### config.mk
export PLATFORM = sky130hd
export DESIGN_NAME = rxbuf_ctrl
export DESIGN_NICKNAME = d
export VERILOG_FILES = /design/src/rtl/rxbuf_pkg.sv /design/src/rtl/rxbuf_rst_sync.sv /design/src/rtl/rxbuf_regs.sv /design/src/rtl/rxbuf_store.sv /design/src/rtl/rxbuf_irq.sv /design/src/rtl/rxbuf_ctrl.sv
export SDC_FILE = /design/constraint.sdc
export NUM_CORES = 1
export LEC_CHECK = 0
export CORE_ASPECT_RATIO = 1.25
export CORE_MARGIN = 2
export CORE_UTILIZATION = 54
export DETAILED_ROUTE_END_ITERATION = 12
export PLACE_DENSITY = 0.87
export SLEW_MARGIN = 20
export SYNTH_ARGS = -nofsm -noshare
export SYNTH_HDL_FRONTEND = slang
export SYNTH_SLANG_ARGS = --single-unit
### constraint.sdc
create_clock -name clk -period 3.9 [get_ports clk]
set_input_delay 0.975 -clock clk [delete_from_list [all_inputs] [get_ports clk]]
set_output_delay 0.975 -clock clk [all_outputs]
set_load 0.03 [all_outputs]
### src/rtl/rxbuf_pkg.sv
package rxbuf_pkg;
  localparam int unsigned BYTE_W = 8;
  localparam int unsigned ADDR_W = 5;

  localparam logic [ADDR_W-1:0] A_CTRL = 5'h00;
  localparam logic [ADDR_W-1:0] A_CFG  = 5'h01;
  localparam logic [ADDR_W-1:0] A_STAT = 5'h02;
  localparam logic [ADDR_W-1:0] A_CNT  = 5'h03;
  localparam logic [ADDR_W-1:0] A_DATA = 5'h04;
  localparam logic [ADDR_W-1:0] A_FLAG = 5'h10;

  localparam logic [6:0] CTRL_EN_RST = 7'h07;

  localparam int unsigned C_HILO = 4;
  localparam int unsigned C_FAST = 3;
  localparam int unsigned C_OVW  = 1;
  localparam int unsigned C_VFE  = 0;

  typedef struct packed {
    logic hilo;
    logic fast;
    logic ovw;
    logic vfe;
  } cfg_t;

  typedef struct packed {
    logic ovw;
    logic sop;
    logic berr;
    logic done;
    logic rerr;
  } evt_t;
endpackage

### src/rtl/rxbuf_rst_sync.sv
module rxbuf_rst_sync (
  input  logic clk,
  input  logic rst_n,
  output logic rst_ns
);
  logic [1:0] sync_q;

  always_ff @(posedge clk or negedge rst_n) begin
    if (!rst_n) sync_q <= 2'b00;
    else        sync_q <= {sync_q[0], 1'b1};
  end

  assign rst_ns = sync_q[1];
endmodule

### src/rtl/rxbuf_regs.sv
module rxbuf_regs
  import rxbuf_pkg::*;
(
  input  logic              clk,
  input  logic              rst_n,
  input  logic              wr_ctrl,
  input  logic              wr_cfg,
  input  logic [BYTE_W-1:0] wdata,
  input  logic              pkt_end,
  output logic [6:0]        en,
  output logic              rx_active,
  output cfg_t              cfg
);
  logic [6:0] en_q, en_d;
  logic       rx_q, rx_d, rx_ce;
  cfg_t       cfg_q, cfg_d;

  always_comb begin
    en_d  = wdata[6:0];
    rx_ce = (wr_ctrl && wdata[7]) || pkt_end;
    rx_d  = wr_ctrl && wdata[7];
    cfg_d.hilo = wdata[C_HILO];
    cfg_d.fast = wdata[C_FAST];
    cfg_d.ovw  = wdata[C_OVW];
    cfg_d.vfe  = wdata[C_VFE];
  end

  always_ff @(posedge clk or negedge rst_n) begin
    if (!rst_n) begin
      en_q  <= CTRL_EN_RST;
      rx_q  <= 1'b0;
      cfg_q <= '{hilo: 1'b1, fast: 1'b0, ovw: 1'b0, vfe: 1'b0};
    end else begin
      if (wr_ctrl) en_q  <= en_d;
      if (rx_ce)   rx_q  <= rx_d;
      if (wr_cfg)  cfg_q <= cfg_d;
    end
  end

  assign en        = en_q;
  assign rx_active = rx_q;
  assign cfg       = cfg_q;
endmodule

### src/rtl/rxbuf_store.sv
module rxbuf_store
  import rxbuf_pkg::*;
#(
  parameter int unsigned DEPTH = 16,
  localparam int unsigned HALF = DEPTH / 2,
  localparam int unsigned IDXW = $clog2(DEPTH),
  localparam int unsigned CNTW = $clog2(DEPTH + 1)
) (
  input  logic              clk,
  input  logic              rst_n,
  input  logic              rx_active,
  input  logic              ow_en,
  input  logic              vf_en,
  input  logic              inv,
  input  logic              sop,
  input  logic              bvld,
  input  logic [BYTE_W-1:0] bdata,
  input  logic              bok,
  input  logic              eop,
  input  logic              err,
  input  logic              pop,
  input  logic [IDXW-2:0]   flag_idx,
  output logic [BYTE_W-1:0] head,
  output logic [BYTE_W-1:0] flag_rd,
  output logic [CNTW-1:0]   cnt,
  output logic [CNTW-1:0]   cap,
  output logic              open,
  output evt_t              ev,
  output logic              pkt_end
);
  logic [BYTE_W-1:0] mem [DEPTH];
  logic [CNTW-1:0]   wr_q, wr_d, rd_q, rd_d;
  logic              open_q, open_d, ptr_ce;
  logic              empty, wr_try, wr_fire, pop_fire;
  logic [BYTE_W-1:0] wdat;
  logic [DEPTH-1:0]  we;
  logic [BYTE_W-1:0] wv [DEPTH];

  always_comb begin
    cap      = vf_en ? CNTW'(HALF) : CNTW'(DEPTH);
    cnt      = wr_q - rd_q;
    empty    = (cnt == '0);
    ev.sop   = sop && rx_active && !open_q && (empty || ow_en);
    ev.ovw   = ev.sop && !empty;
    wr_try   = bvld && open_q;
    wr_fire  = wr_try && (wr_q < cap);
    pop_fire = pop && !empty;
    ev.berr  = (wr_try && !wr_fire) || (pop && empty);
    ev.done  = open_q && eop;
    ev.rerr  = open_q && err;
    pkt_end  = open_q && (eop || err);
    wdat     = bdata ^ {BYTE_W{inv}};
    ptr_ce   = ev.sop || wr_fire || pop_fire;
    wr_d     = ev.sop ? '0 : wr_q + CNTW'(wr_fire);
    rd_d     = ev.sop ? '0 : rd_q + CNTW'(pop_fire);
    open_d   = ev.sop || (open_q && !pkt_end);
  end

  for (genvar i = 0; i < DEPTH; i++) begin : g_ent
    logic hit_data, hit_flag;
    assign hit_data = wr_fire && (wr_q == CNTW'(i));
    if (i >= HALF) begin : g_hi
      assign hit_flag = wr_fire && vf_en && (wr_q == CNTW'(i - HALF));
    end else begin : g_lo
      assign hit_flag = 1'b0;
    end
    assign we[i] = hit_data || hit_flag;
    assign wv[i] = hit_flag ? {{(BYTE_W-1){1'b0}}, bok} : wdat;
  end

  always_ff @(posedge clk or negedge rst_n) begin
    if (!rst_n) begin
      wr_q   <= '0;
      rd_q   <= '0;
      open_q <= 1'b0;
    end else begin
      if (ptr_ce) begin
        wr_q <= wr_d;
        rd_q <= rd_d;
      end
      open_q <= open_d;
    end
  end

  always_ff @(posedge clk) begin
    for (int i = 0; i < DEPTH; i++) begin
      if (we[i]) mem[i] <= wv[i];
    end
  end

  assign head    = mem[rd_q[IDXW-1:0]];
  assign flag_rd = mem[{1'b1, flag_idx}];
  assign open    = open_q;
endmodule

### src/rtl/rxbuf_irq.sv
module rxbuf_irq
  import rxbuf_pkg::*;
(
  input  logic              clk,
  input  logic              rst_n,
  input  evt_t              ev,
  input  logic              clr,
  input  logic              full,
  input  logic              half,
  input  logic              nemp,
  input  logic [6:0]        en,
  input  logic              ow_en,
  output logic [BYTE_W-1:0] status,
  output logic              irq
);
  evt_t lat_q, lat_d;

  always_comb begin
    lat_d  = (clr ? '0 : lat_q) | ev;
    status = {lat_q.ovw, lat_q.sop, full, half, nemp, lat_q.berr, lat_q.done, lat_q.rerr};
    irq    = (|(status[6:0] & en)) || (status[7] && ow_en);
  end

  always_ff @(posedge clk or negedge rst_n) begin
    if (!rst_n) lat_q <= '0;
    else        lat_q <= lat_d;
  end
endmodule

### src/rtl/rxbuf_ctrl.sv
module rxbuf_ctrl
  import rxbuf_pkg::*;
#(
  parameter int unsigned DEPTH = 16
) (
  input  logic              clk,
  input  logic              rst_n,
  input  logic              sop_i,
  input  logic              byte_vld_i,
  input  logic [BYTE_W-1:0] byte_i,
  input  logic              byte_ok_i,
  input  logic              eop_i,
  input  logic              err_i,
  input  logic              host_wr_i,
  input  logic              host_rd_i,
  input  logic [ADDR_W-1:0] host_addr_i,
  input  logic [BYTE_W-1:0] host_wdata_i,
  output logic [BYTE_W-1:0] host_rdata_o,
  output logic              rx_busy_o,
  output logic              buf_full_o,
  output logic              buf_half_o,
  output logic              buf_nempty_o,
  output logic              irq_o
);
  localparam int unsigned IDXW = $clog2(DEPTH);
  localparam int unsigned CNTW = $clog2(DEPTH + 1);

  logic              rst_ns;
  logic [6:0]        en;
  logic              rx_active, pkt_end, open;
  cfg_t              cfg;
  evt_t              ev;
  logic [BYTE_W-1:0] head, flag_rd, status, rd_nxt, rdata_q;
  logic [CNTW-1:0]   cnt, cap;
  logic              wr_ctrl, wr_cfg, rd_pop, rd_stat, in_flag;

  assign wr_ctrl = host_wr_i && (host_addr_i == A_CTRL);
  assign wr_cfg  = host_wr_i && (host_addr_i == A_CFG);
  assign rd_pop  = host_rd_i && (host_addr_i == A_DATA);
  assign rd_stat = host_rd_i && (host_addr_i == A_STAT);
  assign in_flag = (host_addr_i[ADDR_W-1:IDXW-1] == A_FLAG[ADDR_W-1:IDXW-1]);

  rxbuf_rst_sync u_rst (
    .clk    (clk),
    .rst_n  (rst_n),
    .rst_ns (rst_ns)
  );

  rxbuf_regs u_regs (
    .clk       (clk),
    .rst_n     (rst_ns),
    .wr_ctrl   (wr_ctrl),
    .wr_cfg    (wr_cfg),
    .wdata     (host_wdata_i),
    .pkt_end   (pkt_end),
    .en        (en),
    .rx_active (rx_active),
    .cfg       (cfg)
  );

  rxbuf_store #(.DEPTH(DEPTH)) u_store (
    .clk       (clk),
    .rst_n     (rst_ns),
    .rx_active (rx_active),
    .ow_en     (cfg.ovw),
    .vf_en     (cfg.vfe),
    .inv       (cfg.fast && !cfg.hilo),
    .sop       (sop_i),
    .bvld      (byte_vld_i),
    .bdata     (byte_i),
    .bok       (byte_ok_i),
    .eop       (eop_i),
    .err       (err_i),
    .pop       (rd_pop),
    .flag_idx  (host_addr_i[IDXW-2:0]),
    .head      (head),
    .flag_rd   (flag_rd),
    .cnt       (cnt),
    .cap       (cap),
    .open      (open),
    .ev        (ev),
    .pkt_end   (pkt_end)
  );

  assign buf_full_o   = (cnt == cap);
  assign buf_half_o   = (cnt <= (cap >> 1));
  assign buf_nempty_o = (cnt != '0);

  rxbuf_irq u_irq (
    .clk    (clk),
    .rst_n  (rst_ns),
    .ev     (ev),
    .clr    (rd_stat),
    .full   (buf_full_o),
    .half   (buf_half_o),
    .nemp   (buf_nempty_o),
    .en     (en),
    .ow_en  (cfg.ovw),
    .status (status),
    .irq    (irq_o)
  );

  always_comb begin
    rd_nxt = '0;
    if (host_addr_i == A_CTRL) begin
      rd_nxt = {rx_active, en};
    end else if (host_addr_i == A_CFG) begin
      rd_nxt[C_HILO] = cfg.hilo;
      rd_nxt[C_FAST] = cfg.fast;
      rd_nxt[C_OVW]  = cfg.ovw;
      rd_nxt[C_VFE]  = cfg.vfe;
    end else if (host_addr_i == A_STAT) begin
      rd_nxt = status;
    end else if (host_addr_i == A_CNT) begin
      rd_nxt[CNTW-1:0] = cnt;
    end else if (host_addr_i == A_DATA) begin
      rd_nxt = buf_nempty_o ? head : '0;
    end else if (in_flag) begin
      rd_nxt = cfg.vfe ? flag_rd : '0;
    end
  end

  always_ff @(posedge clk or negedge rst_ns) begin
    if (!rst_ns)        rdata_q <= '0;
    else if (host_rd_i) rdata_q <= rd_nxt;
  end

  assign host_rdata_o = rdata_q;
  assign rx_busy_o    = rx_active;
endmodule

==> summary.md <==
| Metric | Value |
|---|---|
| RSZ-0062 raised after global routing | true |
| Slowest cell on crit path | dfrtp_1 |
| Filler Cells Inserted | 957 |
| First-pass GRT wire length | 33900 um |
| Mapped Nets | 631 |
| CP Data Required Time | 2.92 ns |
| Crit path capture type | output pin |
| Drc violations | 0 |
| Kind of critical path | reg -> out |
| DR vias | 5869 |
| Mapped Area | 8210 um^2 |
| Max cap viols | 0 |
| Total gr overflow | 0 |
| Synth Instances | 589 |
| Post-synthesis mux area share | 19.0% |
| Root buffer cell | clkbuf_16 |
| Placement Cell Area | 9130 um^2 |
| Syn-to-layout area delta | 20.0% |
| Adder-cell share of the synthesized area | 1.92% |
| Synth async-reset ratio | 22.9% |
| Minimum setup slack among reg-to-reg paths | 0.57 ns |
| Initial antenna violation count | 0 |
| Final TNS setup | -0.0435 ns |
| Run status | finished, violations left |
| DP Wirelength | 15000 um |
| Fraction of synthesized cell area in xor and xnor cells | 1.17% |
| Compound-cell area share of the yosys netlist | 6.60% |
| Peak Freq | 254 MHz |
| Fin crit share | 101% |
| Setup WS post-layout | -0.0348 ns |
| Cell accounting for the most synthesized area | edfxtp_1 |
| Post-route ant nets | 0 |
| Post-layout min period | 3.93 ns |
| H-Tree Depth | 4 |
| Pwr dens | 539 nW/um^2 |
| Gpl congestion | 0.964 |
| Synth Area in Simple Gates | 10.1% |
| Relative slew slack | 35.7% |
| VDD IR-drop max | 0.324 mV |
| Reg-to-Reg Start | u_store.wr_q[0] |
| Worst Skew | 0.00882 ns |
| Drt first pass iters | 5 |
| Final setup vio count | 2 |
| Worst-path fanout max | 3 |
| Number of core rows | 50 |
| Routed WL | 22200 um |
| Share of post-route cells with drive strength above 1 | 29.4% |
| Least-Margin Pin Slew | 0.961 ns |
| Clock Latency Late Sink | 0.44 ns |
| Die X | 114 um |
| Worst hold slack | 0.289 ns |
| Avg Vias per Cell | 6.75 |
| Synth warn | 0 |
| CTS tree | built |
| Die area | 16200 um^2 |
| Port Buffers | 42 |
| Synth top area cells | edfxtp_1 (47%), mux4_2 (14%), dfrtp_1 (10%), nor2_1 (3.8%), mux2_2 (2.7%) |
| Ant diodes | 0 |
| Main combinational cell family by area after synthesis | multiplexers |
| Core Area | 15000 um^2 |
| Startpoint types | register |
| CP peak stage delay | 0.42 ns |
| Num CTS Buffers | 17 |
| Clock sinks | 166 |
| Non-Filler Instances | 870 |
| Synth Area per Inst | 13.9 um^2 |
| Pre-CTS WS | -0.0503 ns |
| Post-synth EDFFs | 128 |
| Cell mode on critical path | inv_2 |
| CTS clk-pin slew, worst paths | 0.07 ns |
| Final nets | 717 |
| Boundary Pins | 43 |
| Hold WC Path Type | reg -> async |
| Flops & latches, synth | 166 |
| Max Slew Vio Count | 0 |
| Bufs on Longest Clock Path | 2 |
| Design Area, Final | 9840 um^2 |
| Starting density of the core | 54.9% |
| Final Hold Violating Endpoints | 0 |
| Reg2Reg Depth | 14 |
| Critical path arrival | 2.96 ns |
| DRC violation total after the first TritonRoute iteration | 939 |
| Distinct cells, synth | 60 |
| Average routed wire per standard cell | 25.5 um |
| Reg2reg end | u_store.rd_q[1] |
| Fraction of the yosys area taken by sequential cells | 58.5% |
| Gr usage total | 28.7% |
| Failing checks | negative setup slack |
| Pleak | 3.59 nW |
| Vias in the first global route | 6068 |
| Top cell type's share of synthesized area | 46.8% |
| Crit-path cells | inv_2 > ha_4 > inv_2 > fa_2 > xnor2_2 > nand3_1 > or3_4 > nand2b_4 > a221oi_4 > nand2_2 > buf_6 |
| Crit path from | u_store.wr_q[0] |
| Main synth FF type | edfxtp_1 |
| Die height | 142 um |
| Largest net degree at the start of global routing | 37 |
| Dpl cells | 833 |
## worst max path at each step
stage,end,cells after the start,slack [ns]
2_1_floorplan,irq_o,14,0.005
3_3_place_gp,irq_o,11,0.14
3_5_place_dp,irq_o,11,-0.05
4_1_cts,irq_o,11,0.02
5_1_grt,irq_o,9,-0.11
6_report,irq_o,11,-0.03
## where the power goes
group | switching, mW | leakage (nW) | internal (mW)
logic | 0.828 | 1.67 | 0.590
registers | 0.0901 | 1.63 | 2.08
clock network | 0.701 | 0.287 | 1.01
## cells by family (layout without fill, tap and decap cells)
group | Yosys count | in the layout
multiplexers | 88 | 88
AO/OA/AOI/OAI | 81 | 81
adder cells (fa/ha/maj) | 12 | 12
AND/OR/NAND/NOR | 177 | 177
XOR/XNOR | 11 | 11
flip-flops | 166 | 166
buffers and inverters | 53 | 152
other | 1 | 1
## area by class of cell
cell class                 instances  area (um^2)  share of cell area [%]
inverter                          22         82.6                   0.839
multi-input combinational        370         3300                    33.5
tap                              182          228                    2.31
timing repair buffer              98          833                    8.46
clock inverter                    14          174                    1.77
clock buffer                      18          429                    4.36
sequential                       166         4800                    48.8
## metrics by stage
step	util, %	power (mW)
after floorplan	-	3.04
after global placement	61.1	3.42
after detailed placement	61.1	3.48
after CTS	65.4	5.22
after global routing	65.8	5.47
final	65.8	5.30
## what timing repair did
item	CTS	global route
resized for setup	12	13
endpoints found under the setup margin	2	2
pin swaps	1	8
hold buffers	0	0
setup buffers	1	4
## critical path, delay by kind of cell (launching register included)
family	cells	cell delay, ns
and+or+nand+nor	4	0.80
adders and majority gates	2	0.52
DFF	1	0.42
AOI/OAI and AO/OA	1	0.30
buffers and inverters	3	0.29
xor gates and xnor gates	1	0.22
## metal layers
metal / vias to the layer above / share of wire, % / wire length (um) / global-route usage (%)
li1: 2425 / - / - / -
met1: 2845 / 34 / 7500 / 32.7
met2: 456 / 51 / 11300 / 47.8
met3: 143 / 8.1 / 1810 / 6.45
met4: 0 / 7.4 / 1640 / 19.9
met5: - / 0 / 0 / 0
## cells in the final DEF (no fill, tap or decap), drive strengths merged, types with 4 or more instances in the layout
cell           instances
dfstp                  4
nand3                 14
and3                   5
a211oi                 5
xnor2                  4
a21oi                 24
mux2i                 16
nand2b                 7
clkdlybuf4s50         37
mux4                  52
inv                   25
nand2                 36
clkbuf                18
clkinv                 5
xor2                   7
o21ai                 14
edfxtp               128
buf                   60
nor3                   4
or3                    7
a31oi                  9
and2                   4
ha                    11
nor2                  92
mux2                  20
dfrtp                 34
## sequential cells by signal, indices dropped and copies added, names as in the netlist
register and count:
u_regs.en 7, u_rst.sync_q 2, u_regs.cfg 4, u_store.wr_q 5, host_rdata_o 8, u_store.rd_q 5, u_store.open 1, u_store.mem 128
u_regs.rx_active 1, u_irq.status 5
## Yosys cell counts, types with 4 or more instances
cell and count:
edfxtp_1 128, nor2_1 84, mux4_2 52, nand2_1 36
dfrtp_1 34, a21oi_1 24, inv_1 21, mux2_2 20
mux2i_1 16, clkbuf_1 15, nand3_1 14, o21ai_0 14
buf_2 11, ha_1 11, a31oi_1 9, or3_1 7
xor2_1 7, nand2b_1 6, and3_1 5, and2_1 4
dfstp_2 4, nor2_2 4, nor2_4 4, xnor2_1 4
No activity file was read; power rests on OpenSTA's default activity.
